==> src/rtl/vaddr_pkg.sv <==
package vaddr_pkg;

  typedef enum logic [1:0] {
    BASE_NONE  = 2'd0,
    BASE_FRAME = 2'd1,
    BASE_STACK = 2'd2,
    BASE_INDEX = 2'd3
  } base_sel_e;

  typedef enum logic [1:0] {
    WR_FRAME = 2'd0,
    WR_STACK = 2'd1,
    WR_INDEX = 2'd2,
    WR_NONE  = 2'd3
  } wr_sel_e;

  typedef enum logic [1:0] {
    ST_IDLE   = 2'd0,
    ST_HI_IMM = 2'd1,
    ST_HI_OUT = 2'd2
  } seq_state_e;

endpackage

==> src/rtl/vaddr_byte_add.sv <==
module vaddr_byte_add #(
  parameter int W = 8
) (
  input  logic [W-1:0] a,
  input  logic [W-1:0] b,
  input  logic         cin,
  output logic [W-1:0] sum,
  output logic         cout
);

  assign {cout, sum} = {1'b0, a} + {1'b0, b} + {{W{1'b0}}, cin};

endmodule

==> src/rtl/vaddr_regfile.sv <==
module vaddr_regfile
  import vaddr_pkg::*;
#(
  parameter int BYTE_W = 8
) (
  input  logic                  clk,
  input  logic                  rst_n,
  input  logic                  kernel_mode,
  input  logic                  wr_en,
  input  logic [1:0]            wr_sel,
  input  logic                  wr_bank,
  input  logic [2*BYTE_W-1:0]   wr_data,
  input  logic [1:0]            rd_sel,
  output logic [2*BYTE_W-1:0]   rd_base
);

  localparam int WORD_W = 2 * BYTE_W;
  localparam int NBANK  = 2;

  wr_sel_e   wr_e;
  base_sel_e rd_e;
  assign wr_e = wr_sel_e'(wr_sel);
  assign rd_e = base_sel_e'(rd_sel);

  logic [NBANK-1:0][WORD_W-1:0] frame_all;
  logic [NBANK-1:0][WORD_W-1:0] stack_all;

  for (genvar b = 0; b < NBANK; b++) begin : g_bank
    logic [WORD_W-1:0] frame_q, frame_d, stack_q, stack_d;
    logic              hit;

    assign hit = wr_en && kernel_mode && (wr_bank == 1'(b));

    always_comb begin
      frame_d = frame_q;
      stack_d = stack_q;
      if (hit && wr_e == WR_FRAME) frame_d = wr_data;
      if (hit && wr_e == WR_STACK) stack_d = wr_data;
    end

    always_ff @(posedge clk or negedge rst_n) begin
      if (!rst_n) begin
        frame_q <= '0;
        stack_q <= '0;
      end else begin
        frame_q <= frame_d;
        stack_q <= stack_d;
      end
    end

    assign frame_all[b] = frame_q;
    assign stack_all[b] = stack_q;
  end

  logic [BYTE_W-1:0] rx_q, rx_d, ry_q, ry_d;

  always_comb begin
    rx_d = rx_q;
    ry_d = ry_q;
    if (wr_en && wr_e == WR_INDEX) begin
      rx_d = wr_data[BYTE_W-1:0];
      ry_d = wr_data[WORD_W-1:BYTE_W];
    end
  end

  always_ff @(posedge clk or negedge rst_n) begin
    if (!rst_n) begin
      rx_q <= '0;
      ry_q <= '0;
    end else begin
      rx_q <= rx_d;
      ry_q <= ry_d;
    end
  end

  always_comb begin
    unique case (rd_e)
      BASE_FRAME: rd_base = frame_all[kernel_mode];
      BASE_STACK: rd_base = stack_all[kernel_mode];
      BASE_INDEX: rd_base = {ry_q, rx_q};
      default:    rd_base = '0;
    endcase
  end

  // user-mode frame/stack writes leave every copy untouched
  p_user_wr_ignored_r8: assert property (@(posedge clk) disable iff (!rst_n)
    (wr_en && !kernel_mode && (wr_e == WR_FRAME || wr_e == WR_STACK))
      |=> ($stable(frame_all) && $stable(stack_all)));

  // index pair takes the written word on the next cycle
  p_idx_write_r7: assert property (@(posedge clk) disable iff (!rst_n)
    (wr_en && wr_e == WR_INDEX) |=> ({ry_q, rx_q} == $past(wr_data)));

endmodule

==> src/rtl/vaddr_seq.sv <==
module vaddr_seq
  import vaddr_pkg::*;
(
  input  logic clk,
  input  logic rst_n,
  input  logic start,
  output logic take_lo,
  output logic take_hi,
  output logic emit_hi
);

  seq_state_e state_q, state_d;

  always_comb begin
    state_d = state_q;
    unique case (state_q)
      ST_IDLE:   if (start) state_d = ST_HI_IMM;
      ST_HI_IMM: state_d = ST_HI_OUT;
      ST_HI_OUT: state_d = start ? ST_HI_IMM : ST_IDLE;
      default:   state_d = ST_IDLE;
    endcase
  end

  always_ff @(posedge clk or negedge rst_n) begin
    if (!rst_n) state_q <= ST_IDLE;
    else        state_q <= state_d;
  end

  assign take_lo = start && (state_q != ST_HI_IMM);
  assign take_hi = (state_q == ST_HI_IMM);
  assign emit_hi = (state_q == ST_HI_OUT);

  // a start in the high-immediate cycle does not restart the sequence
  p_start_ignored_r10: assert property (@(posedge clk) disable iff (!rst_n)
    (state_q == ST_HI_IMM) |=> (state_q == ST_HI_OUT));

endmodule

==> src/rtl/vaddr_gen.sv <==
module vaddr_gen
  import vaddr_pkg::*;
#(
  parameter int BYTE_W = 8
) (
  input  logic                clk,
  input  logic                rst_n,
  input  logic                kernel_mode,
  input  logic                start,
  input  logic                dyn_en,
  input  logic [1:0]          base_sel,
  input  logic [BYTE_W-1:0]   acc_off,
  input  logic [BYTE_W-1:0]   imm_byte,
  input  logic                wr_en,
  input  logic [1:0]          wr_sel,
  input  logic                wr_bank,
  input  logic [2*BYTE_W-1:0] wr_data,
  output logic [BYTE_W-1:0]   addr_byte,
  output logic                addr_valid,
  output logic                addr_hi
);

  localparam int WORD_W = 2 * BYTE_W;

  logic              take_lo, take_hi, emit_hi;
  logic [WORD_W-1:0] base_word;

  vaddr_seq u_seq (
    .clk     (clk),
    .rst_n   (rst_n),
    .start   (start),
    .take_lo (take_lo),
    .take_hi (take_hi),
    .emit_hi (emit_hi)
  );

  vaddr_regfile #(.BYTE_W(BYTE_W)) u_regs (
    .clk         (clk),
    .rst_n       (rst_n),
    .kernel_mode (kernel_mode),
    .wr_en       (wr_en),
    .wr_sel      (wr_sel),
    .wr_bank     (wr_bank),
    .wr_data     (wr_data),
    .rd_sel      (base_sel),
    .rd_base     (base_word)
  );

  // stage registers
  logic [BYTE_W-1:0] lo_q, lo_d, bhi_q, bhi_d, acc_q, acc_d;
  logic              ca_q, ca_d;
  logic [BYTE_W-1:0] hint_q, hint_d, out_q, out_d;
  logic              cd_q, cd_d;
  logic              valid_q, valid_d, hi_q, hi_d;

  logic [BYTE_W-1:0] lo_sum, dyn_sum, hi_sum, inc_sum;
  logic              lo_cy, dyn_cy;

  vaddr_byte_add #(.W(BYTE_W)) u_add_lo (
    .a    (imm_byte),
    .b    (base_word[BYTE_W-1:0]),
    .cin  (1'b0),
    .sum  (lo_sum),
    .cout (lo_cy)
  );

  vaddr_byte_add #(.W(BYTE_W)) u_add_dyn (
    .a    (lo_q),
    .b    (acc_q),
    .cin  (1'b0),
    .sum  (dyn_sum),
    .cout (dyn_cy)
  );

  // high byte: carry out wraps away (modulo address space)
  assign hi_sum  = imm_byte + bhi_q + {{(BYTE_W-1){1'b0}}, ca_q};
  assign inc_sum = hint_q + {{(BYTE_W-1){1'b0}}, cd_q};

  always_comb begin
    lo_d   = lo_q;
    ca_d   = ca_q;
    bhi_d  = bhi_q;
    acc_d  = acc_q;
    hint_d = hint_q;
    cd_d   = cd_q;
    out_d  = out_q;
    if (take_lo) begin
      lo_d  = lo_sum;
      ca_d  = lo_cy;
      bhi_d = base_word[WORD_W-1:BYTE_W];
      acc_d = dyn_en ? acc_off : '0;
    end
    if (take_hi) begin
      out_d  = dyn_sum;
      cd_d   = dyn_cy;
      hint_d = hi_sum;
    end else if (emit_hi) begin
      out_d = inc_sum;
    end
    valid_d = take_hi | emit_hi;
    hi_d    = emit_hi;
  end

  always_ff @(posedge clk or negedge rst_n) begin
    if (!rst_n) begin
      lo_q    <= '0;
      ca_q    <= 1'b0;
      bhi_q   <= '0;
      acc_q   <= '0;
      hint_q  <= '0;
      cd_q    <= 1'b0;
      out_q   <= '0;
      valid_q <= 1'b0;
      hi_q    <= 1'b0;
    end else begin
      lo_q    <= lo_d;
      ca_q    <= ca_d;
      bhi_q   <= bhi_d;
      acc_q   <= acc_d;
      hint_q  <= hint_d;
      cd_q    <= cd_d;
      out_q   <= out_d;
      valid_q <= valid_d;
      hi_q    <= hi_d;
    end
  end

  assign addr_byte  = out_q;
  assign addr_valid = valid_q;
  assign addr_hi    = hi_q;

  // a low byte is always followed by its high byte
  p_lo_then_hi_r3: assert property (@(posedge clk) disable iff (!rst_n)
    (addr_valid && !addr_hi) |=> (addr_valid && addr_hi));

  // a high byte is always preceded by a low byte
  p_hi_has_lo_r3: assert property (@(posedge clk) disable iff (!rst_n)
    (addr_valid && addr_hi) |-> $past(addr_valid && !addr_hi));

  // the high immediate cycle yields a low byte next
  p_hiimm_gives_lo_r3: assert property (@(posedge clk) disable iff (!rst_n)
    take_hi |=> (addr_valid && !addr_hi));

endmodule

==> config.mk <==
export PLATFORM = sky130hd
export DESIGN_NAME = vaddr_gen
export DESIGN_NICKNAME = d
export VERILOG_FILES = /design/src/rtl/vaddr_pkg.sv /design/src/rtl/vaddr_byte_add.sv /design/src/rtl/vaddr_regfile.sv /design/src/rtl/vaddr_seq.sv /design/src/rtl/vaddr_gen.sv
export SDC_FILE = /design/constraint.sdc
export NUM_CORES = 1
export LEC_CHECK = 0
export ABC_AREA = 1
export BUFFER_PORTS_ARGS = -buffer_cell sky130_fd_sc_hd__buf_2
export CORE_ASPECT_RATIO = 0.5
export CORE_MARGIN = 2
export CORE_UTILIZATION = 29
export CTS_CLUSTER_DIAMETER = 50
export DETAILED_ROUTE_END_ITERATION = 8
export PLACE_DENSITY = 0.48
export SYNTH_ARGS = -nofsm -noshare
export SYNTH_HDL_FRONTEND = slang
export SYNTH_SLANG_ARGS = --single-unit
==> constraint.sdc <==
create_clock -name clk -period 1.6 [get_ports clk]
set_input_delay 0.32 -clock clk [delete_from_list [all_inputs] [get_ports clk]]
set_output_delay 0.32 -clock clk [all_outputs]
set_load 0.05 [all_outputs]
==> impl_metrics.ini, run 1 <==
[clock_tree]
cts_buffers = 17
clk_latency_ns = 0.42
cts.sinks = 126
cts_max_path_buffers = 2
clk_pin_slew_worst_paths_ns = 0.06
cts-root-buf = clkbuf_16
cts_tree = done
ctsHtreeMaxLevel = 4

[timing]
fin_worst_skew_ns = 0.01511
hold_slack_ns = 0.1387
min_period_ns = 1.723
setup_slack_ns = -0.1232
hold_viol = 0
finalCritPeriodShare_pct = 107.7
final-setup-viol-count = 12
fin_setup_tns_ns = -1.090
tightest_slew_ns = 0.4138
max_freq_ghz = 0.5803
slew_viol_final = 0
max_slew_margin_pct = 72.41
rsz0062_at_grt = true

[hold_path]
hp-class = primary input to flip-flop
worstHoldStart = acc_off[5]
hold_depth = 3

[power]
switching_power_uw = 5059
powerDensity_nw_per_um2 = 1597
p_int_uw = 8357
max-vdd-ir-drop_v = 0.0006853
switching_share_pct = 37.71
power.share.sequential_pct = 35.4
clock_power_share_pct = 25.9
leakage_uw = 0.004068
pwr-share-comb_pct = 38.7

[final_layout]
nets = 945
final_layout_size_suffix_gt1_share_pct = 28.20
most-common-layout-cells = nand2_1 (210), dfrtp_1 (126), o21ai_1 (73)
layoutNonFillerInstCount = 1184
syn2layout_area_growth_pct = 29.20
final_common_cell = nand2_1
final_area_um2 = 8403

[worst_setup_path]
reg2reg_depth = 8
critPathTopFamily = adder cells
start_kind = flip-flop
crit_chain = nor2_2 -> o221ai_2 -> ha_2 -> fa_2 -> nand3_1 -> nand3_1 -> xor2_1 -> o21ai_1
path_class = flip-flop to flip-flop
crit_path_end_kind = flip-flop
slowest_stage = dfrtp_1
cp-startpoint = u_regs.g_bank[1].stack_q[0]
cp.arrival_ns = 2.01
critPathMaxStageDelay_ns = 0.39
cpMostUsedCell = nand3_1
worstPathMaxFanout = 3
r2r_start = u_regs.g_bank[1].stack_q[0]
worst-endpoint-required_ns = 1.89
path_buf_inv = 0
crit_cells = 8

[placement]
place_inst = 1137
placed_area_um2 = 7435
pre_cts_slack_ns = -0.5298
place_hpwl_mm = 12.04
routabilityCongestion = 0.8040
place.port_buffers = 52

[drt]
first_pass_iters = 5
route.detailed.drc = 0
wl_per_cell_um = 14.23
drtIter0Drc = 333
antenna_left = 0
wl_mm = 16.85
num_vias = 5414
via_per_inst = 4.573

[yosys]
synth_area_um2 = 6504
yosysUniqueCellTypes = 36
synthCells = 768
ys_top_cells_by_area = dfrtp_1 (48%), nand2_1 (13%), ha_1 (5.4%)
syn_area_per_cell_um2 = 8.468
yosysWarnings = 0
yosys_register_bits = 126
ys_seq_area_share_pct = 48.48
synth_top_area_share_pct = 48.48
synth_largest_area_cell = dfrtp_1
synth_fp_nets = 843

[floorplan]
std_cell_rows = 38
fp.dieW_um = 215.8
fp.dieH_um = 109.9
start_util_pct = 29.80
core_area_um2 = 21820
die_area_um2 = 23710
io_pins = 53

[job]
maxCapViolCount = 0

[grt]
grt_max_degree = 57
grt_usage_pct = 14.90
overflow = 0
antenna_found_initial = 1
grt_pass1_vias = 5216
grt_pass1_wl_mm = 27.33

[outcome]
status = complete, but fails checks
violations = setup timing
through the flow:
step	total power (uW)	util [%]
finish	13420	38.50
global route	14390	38.49
floorplan	7714	-
CTS	13020	37.15
detailed placement	9229	34.07
global placement	9173	34.07
final cells by class:
type / instances / area [um^2]
fill: 2243 / 13420
multi-input combinational: 547 / 3206
sequential: 126 / 3153
timing repair buffer: 117 / 893.4
clock buffer: 20 / 446.7
tap: 300 / 375.4
inverter: 61 / 237.7
clock inverter: 12 / 88.84
antenna: 1 / 2.502
worst paths after layout:
check | to | slack [ns]
worst max-delay path | lo_q[4] | -0.12
worst min-delay path | acc_q[5] | 0.14
worst max register to register | lo_q[4] | -0.12
worst min register to register | u_regs.g_bank[0].stack_q[15] | 0.48
max in group asynchronous | bhi_q[3] | 0.66
min in group asynchronous | u_regs.ry_q[7] | 0.33
per-layer routing:
metal	global-route usage (%)	vias to the layer above	wire length, um
li1	-	2742	-
met1	19.56	2585	8166
met2	24.67	74	7881
met3	3.126	13	621
met4	5.172	0	176
met5	0	-	0
cells in the mapped netlist (all sizes together):
cell type / n
dfrtp: 126
nor2: 58
clkinv: 2
xnor2: 5
o221ai: 16
a31oi: 4
inv: 59
nand3b: 4
ha: 28
or2: 4
o21ai: 132
buf: 30
a21oi: 18
a21o: 1
nand3: 36
o21bai: 2
clkbuf: 4
o32ai: 1
fa: 4
nand2: 227
o21a: 1
xor2: 4
nand4: 2
power by group through the flow:
stage	Combinational, uW	Clock [uW]	Sequential [uW]
final	5190	3470	4760
after global routing	5800	3710	4870
after CTS	4760	3560	4700
after detailed placement	4480	0	4750
after global placement	4440	0	4730
after floorplan	2720	0	5000
cells by family (layout without fill, tap and decap cells):
logic type               count (synthesis)  count (layout)  synth area share (%)
AND/OR/NAND/NOR                        331             331                 21.14
adder cells (fa/ha/maj)                 32              32                 6.618
XOR/XNOR                                 9               9                 1.212
other                                    0               1                     0
AO/OA/AOI/OAI                          175             175                 15.43
flip-flops                             126             126                 48.48
buffers and inverters                   95             210                 7.118
repair_timing:
action,CTS,global route
hold endpoints to repair,18,0
resized for setup,34,55
hold buffers,1,0
endpoints found under the setup margin,17,36
pin swaps,12,17
buffers inserted,4,11
tightest hold or removal path, delay by kind of cell:
family	cells	cell delay (ns)
buffers and inverters	1	0.07
and+or+nand+nor	2	0.12
state kept, by name, summed over array words and instances (netlist names):
| name | count |
|---|---|
| lo_q | 8 |
| u_seq.state_q | 2 |
| addr_byte | 8 |
| bhi_q | 8 |
| u_regs.ry_q | 8 |
| ca_q | 1 |
| cd_q | 1 |
| u_regs.g_bank.frame_q | 32 |
| hint_q | 8 |
| u_regs.rx_q | 8 |
| addr_valid | 1 |
| u_regs.g_bank.stack_q | 32 |
| addr_hi | 1 |
| acc_q | 8 |
Power figures use the tool's default switching activity.
==> run 2, diff against run 1 <==
--- a/config.mk
+++ b/config.mk
@@ -13,6 +13,8 @@
 export CTS_CLUSTER_DIAMETER = 50
 export DETAILED_ROUTE_END_ITERATION = 8
 export PLACE_DENSITY = 0.48
+export RECOVER_POWER = 25
 export SYNTH_ARGS = -nofsm -noshare
 export SYNTH_HDL_FRONTEND = slang
+export SYNTH_HIERARCHICAL = 1
 export SYNTH_SLANG_ARGS = --single-unit
==> run 2 against run 1 <==
The flow still finishes with violations (setup timing). Final area is 6.7% higher. Clock skew shrank 0.0072 ns. Area after synthesis rose by 7.3%. Largest power group unchanged. Critical path depth increased by 5. Combinational power up 9.8%. Sequential share of layout area shrank 2.4 points.
==> impl_metrics.ini, run 2 <==
[timing]
max_slew_margin_pct = 24.89
tightest_slew_ns = 1.127
min_period_ns = 2.220
finalCritPeriodShare_pct = 138.8
max_freq_ghz = 0.4504
fin_worst_skew_ns = 0.007923
slew_viol_final = 0
final-setup-viol-count = 15
rsz0062_at_grt = true
setup_slack_ns = -0.6204
hold_viol = 0

[drt]
route.detailed.drc = 0
antenna_left = 0
via_per_inst = 4.514
drtIter0Drc = 387
wl_per_cell_um = 14.98
wl_mm = 20.08
first_pass_iters = 5
num_vias = 6053

[clock_tree]
cts_max_path_buffers = 2
ctsHtreeMaxLevel = 4
cts-root-buf = clkbuf_16
cts_tree = done
clk_latency_ns = 0.43
clk_pin_slew_worst_paths_ns = 0.06
cts.sinks = 126
cts_buffers = 17

[yosys]
synth_largest_area_cell = dfrtp_1
synth_top_area_share_pct = 45.18
ys_top_cells_by_area = dfrtp_1 (45%), nand2_1 (22%), nand3_1 (8.5%)
synth_common_cells = nand2_1 (418), dfrtp_1 (126), nand3_1 (118), inv_1 (51)
syn_area_per_cell_um2 = 7.763
ys_async_sr_fraction_pct = 100.0
synth-edff-count = 0
ys_seq_area_share_pct = 45.18
synth_ff_type = dfrtp_1
yosys_register_bits = 126
synthCells = 899
synth_most_common_cell = nand2_1
yosysWarnings = 6
synth_area_um2 = 6979
yosysUniqueCellTypes = 38

[worst_setup_path]
worst-endpoint-required_ns = 1.91
crit_chain = nand2_1 -> nand2_1 -> nand2_1 -> nand3_2 -> fa_2 -> fa_2 -> nand2_2 -> nand2_4 -> nand3b_4 -> nand2_2 -> nand2_1 -> nand2_1 -> mux2_4
critPathMaxStageDelay_ns = 0.39
crit_path_end_kind = flip-flop
cpMostUsedCell = nand2_1
cp.arrival_ns = 2.53
path_class = flip-flop to flip-flop
start_kind = flip-flop
reg2reg_depth = 13
worstPathMaxFanout = 2
rr_endpoint = ca_q
slowest_stage = dfrtp_1
r2r_setup_slack_ns = -0.62
r2r_start = u_regs/g_bank[0].frame_q[0]

[grt]
met3_usage_pct = 3.632
use_met1_pct = 22.37
busiest_layer = met2
grt_pass1_vias = 5970
grt_max_degree = 49
grt_usage_pct = 16.84
grt_pass1_wl_mm = 32.89
overflow = 0
antenna_found_initial = 1
grtUsageMet2_pct = 28.06

[final_layout]
utilization_pct = 37.64
syn2layout_area_growth_pct = 28.47
final_common_cell = nand2_1
most-common-layout-cells = nand2_1 (399), dfrtp_1 (126), nand3_1 (115)
top_regs = u_regs/g_bank.frame_q x32, u_regs/g_bank.stack_q x32
diodes = 0
nets = 1084
filler_cell_count = 2519
layoutNonFillerInstCount = 1341
final_layout_size_suffix_gt1_share_pct = 24.56

[power]
leakage_uw = 0.004754
max-vdd-ir-drop_v = 0.0008280
power.total_uw = 14230
powerDensity_nw_per_um2 = 1587

[hold_path]
hp-class = primary input to flip-flop
worst_hold_path.endpoint = acc_q[7]
hold_depth = 3
worstHoldStart = acc_off[7]

[floorplan]
std_cell_rows = 40
fp.dieW_um = 223.4
core_area_um2 = 23820
io_pins = 53
start_util_pct = 29.30
die_area_um2 = 25400
fp.dieH_um = 113.7

[outcome]
status = complete, but fails checks
violations = setup timing

[placement]
place_hpwl_mm = 14.23
place_inst = 1302
routabilityCongestion = 0.8180
place.port_buffers = 52

[job]
maxCapViolCount = 0
run 2: changes by cell type after synthesis, sizes merged, moves of 4 or more:
cell    previous run  this run
mux2               0        16
o21ai            132        15
or2                4         8
ha                28        22
a21oi             18        10
nand3             36       120
o221ai            16         0
nand2            227       429
nor2              58        30
run 2: through the flow:
| stage | hold WS (ns) | instance area, um^2 | worst slack [ns] | TNS [ns] |
|---|---|---|---|---|
| after floorplan | 0.02441 | 7143 | -0.3447 | -2.539 |
| after global placement | 0.2158 | 8187 | -0.7781 | -7.233 |
| after detailed placement | 0.2155 | 8187 | -0.8162 | -7.623 |
| after CTS | 0.1203 | 8925 | -0.6093 | -5.188 |
| after global routing | 0.1332 | 8966 | -0.7404 | -11.42 |
| final | 0.1334 | 8966 | -0.6204 | -5.775 |
run 2: where the power goes:
part           switching, uW  internal, uW  total, uW
Combinational           3220          2490       5700
Clock                   1590          2210       3800
Sequential               612          4110       4730
run 2: routing by layer:
layer | vias to the layer above | wire length [um]
li1 | 3068 | -
met1 | 2865 | 9497
met2 | 99 | 9540
met3 | 19 | 796
met4 | 2 | 235
met5 | - | 13
run 2: how the worst max path moves through the flow:
stage / depth (start not counted) / end / from / slack (ns)
floorplan: 14 / ca_q / kernel_mode / -0.34
global placement: 15 / lo_q[6] / kernel_mode / -0.78
detailed placement: 15 / ca_q / kernel_mode / -0.82
CTS: 13 / ca_q / u_regs/g_bank[1].stack_q[0] / -0.61
global route: 13 / ca_q / u_regs/g_bank[0].frame_q[0] / -0.74
finish: 13 / ca_q / u_regs/g_bank[0].frame_q[0] / -0.62
run 2: what timing repair did:
| action | CTS | global route |
|---|---|---|
| gates resized for setup | 26 | 13 |
| hold endpoints to repair | 12 | 0 |
| setup endpoints to repair | 16 | 20 |
| buffers inserted | 6 | 4 |
| hold buffers | 1 | 0 |
| pin swaps | 15 | 16 |
run 2: logic make-up (layout without fill, tap and decap cells):
logic type,after synthesis,count (layout),share of synthesized area (%)
buf+inv,93,219,5.934
xor+xnor,7,7,0.8785
fa+ha+maj,28,28,5.665
simple gates,595,595,37.07
other cells,1,2,0.05373
compound gates,33,33,2.635
flops,126,126,45.18
mux,16,16,2.582
run 2: critical path: cells and delay by family, from the launching register on:
kind / cells / cell delay [ns]
adders and majority gates: 2 / 0.75
and+or+nand+nor: 10 / 0.72
DFF: 1 / 0.39
muxes: 1 / 0.25
run 2: final cells by class:
class	count	area (um^2)	share of cell area, %
sequential	126	3153	35.17
clock inverter	13	130.1	1.451
clock buffer	19	442.9	4.940
multi-input combinational	681	3670	40.93
inverter	58	220.2	2.456
tap	315	394.1	4.396
timing repair buffer	129	955.9	10.66
==> run 3, diff against run 2 <==
--- a/config.mk
+++ b/config.mk
@@ -16,5 +16,4 @@
 export RECOVER_POWER = 25
 export SYNTH_ARGS = -nofsm -noshare
 export SYNTH_HDL_FRONTEND = slang
-export SYNTH_HIERARCHICAL = 1
 export SYNTH_SLANG_ARGS = --single-unit
==> run 3 against run 2 <==
Register-to-register slack gained 0.50 ns. Sequential share of layout area grew 2.5 points. Global-route usage shrank 1.9 points. Count of clock-buffer cells in the layout grew 1. Hold slack gained 0.0039 ns. Critical path depth shrank 5. Sequential power is essentially flat. Die area shrank 6.6%. Wire length shrank 16%. Largest cell class unchanged. Highest routed layer is now met4. Final cell count shrank 12%. The flow still finishes with violations (setup timing). Combinational power shrank 8.9%. Power shrank 5.8%.
==> impl_metrics.ini, run 3 (synthesis results as in run 1) <==
[power]
p_int_uw = 8350
pwr-share-comb_pct = 38.7
switching_power_uw = 5056
leakage_uw = 0.004057
max-vdd-ir-drop_v = 0.0006885
power.share.sequential_pct = 35.5
switching_share_pct = 37.72
clock_power_share_pct = 25.9
powerDensity_nw_per_um2 = 1600

[grt]
overflow = 0
grt_max_degree = 57
antenna_found_initial = 1
grt_pass1_wl_mm = 27.33
grt_usage_pct = 14.90
grt_pass1_vias = 5216

[worst_setup_path]
crit_path_end_kind = flip-flop
start_kind = flip-flop
worstPathMaxFanout = 3
path_class = flip-flop to flip-flop
cp.arrival_ns = 2.01
worst-endpoint-required_ns = 1.89

[floorplan]
core_area_um2 = 21820
die_area_um2 = 23710
fp.dieW_um = 215.8
std_cell_rows = 38
io_pins = 53
fp.dieH_um = 109.9
start_util_pct = 29.80

[hold_path]
hp-class = primary input to flip-flop

[final_layout]
top_regs = u_regs.g_bank.frame_q x32, u_regs.g_bank.stack_q x32
syn2layout_area_growth_pct = 28.84
filler_cell_count = 2249
multi_input_area_um2 = 3206
seq_area_um2 = 3153
final_layout_size_suffix_gt1_share_pct = 28.09
most-common-layout-cells = nand2_1 (210), dfrtp_1 (126), o21ai_1 (73)
final_common_cell = nand2_1
nets = 945
utilization_pct = 38.40

[timing]
slew_viol_final = 0
setup_slack_ns = -0.1189
min_period_ns = 1.719
rsz0062_at_grt = true
finalCritPeriodShare_pct = 107.4
fin_worst_skew_ns = 0.01143
tightest_slew_ns = 0.5962
max_freq_ghz = 0.5818
hold_viol = 0
max_slew_margin_pct = 60.25
final-setup-viol-count = 12

[placement]
pre_cts_slack_ns = -0.5298
routabilityCongestion = 0.8040
place_hpwl_mm = 12.04
place.port_buffers = 52

[outcome]
status = complete, but fails checks
violations = setup timing

[drt]
drtIter0Drc = 321
num_vias = 5435
route.detailed.drc = 0
wl_mm = 16.80
first_pass_iters = 4
antenna_left = 0
via_per_inst = 4.590
wl_per_cell_um = 14.19

[job]
maxCapViolCount = 0

[clock_tree]
ctsHtreeMaxLevel = 4
clk_latency_ns = 0.42
cts.sinks = 126
cts_tree = done
cts-root-buf = clkbuf_16
clk_pin_slew_worst_paths_ns = 0.06
cts_max_path_buffers = 2
cts_buffers = 17
## run 3: changes by cell type in the layout (fill, tap and decap cells not counted), sizes merged, moves of 8 or more
cell    change
o21ai     +117
nor2       +28
o221ai     +16
nand2     -202
a21oi       +8
nand3      -84
mux2       -16
buf        -10
## run 3: area by class of cell
class                           count  share of cell area, %
Timing Repair Buffer              117                  10.38
Tap cell                          300                  4.480
Sequential cell                   126                  37.63
Clock inverter                     12                  1.060
Clock buffer                       20                  5.331
Antenna cell                        1                0.02986
Inverter                           61                  2.837
Multi-Input combinational cell    547                  38.26
## run 3: final timing paths
| path | startpoint | slack (ns) | end | cells after the start |
|---|---|---|---|---|
| max reg2reg | u_regs.g_bank[1].stack_q[0] | -0.12 | lo_q[4] | 8 |
| min reg2reg | u_regs.g_bank[0].stack_q[15] | 0.48 | u_regs.g_bank[0].stack_q[15] | 2 |
| max in group asynchronous | rst_n | 0.30 | bhi_q[3] | 3 |
| max | u_regs.g_bank[1].stack_q[0] | -0.12 | lo_q[4] | 8 |
| min in group asynchronous | rst_n | 0.41 | u_regs.g_bank[0].frame_q[8] | 2 |
| min | acc_off[5] | 0.14 | acc_q[5] | 3 |
## run 3: critical path, stage by stage, from the launching register on
cell and delay (ns):
dfrtp_1 0.39, nor2_2 0.12, o221ai_2 0.13, ha_2 0.21, fa_2 0.36, nand3_1 0.09, nand3_1 0.08, xor2_1 0.14
o21ai_1 0.07
## run 3: layer usage
metal | part of all wire [%] | GRT usage (%) | vias up
met5 | 0 | 0 | -
met4 | 1.0 | 5.172 | 0
met3 | 3.3 | 3.126 | 13
met2 | 47 | 24.67 | 72
met1 | 48 | 19.56 | 2603
li1 | - | - | 2747
## run 3: power by group through the flow
stage / sequential, uW / clock, uW / combinational (uW)
6_report: 4750 / 3470 / 5190
5_1_grt: 4870 / 3710 / 5800
4_1_cts: 4700 / 3560 / 4760
3_5_place_dp: 4750 / 0 / 4480
3_3_place_gp: 4730 / 0 / 4440
2_1_floorplan: 5000 / 0 / 2720
## run 3: through the flow
stage                     area, um^2  setup TNS, ns  instances  hold WS (ns)  total power (uW)
after floorplan                 6548         -1.425        768       0.02441              7714
after global placement          7435         -5.247       1137        0.2357              9173
after detailed placement        7435         -5.794       1137        0.2367              9229
after CTS                       8107         -1.238       1174        0.1186             13020
after global routing            8377         -2.540       1183        0.1494             14380
final                           8379         -1.069       1184        0.1373             13410
## run 3: repair_timing
item,4_1_cts,5_1_grt
setup buffers,4,11
gates resized for setup,34,55
endpoints found under the setup margin,17,36
hold endpoints to repair,18,0
hold buffers,1,0
pin swaps,12,17
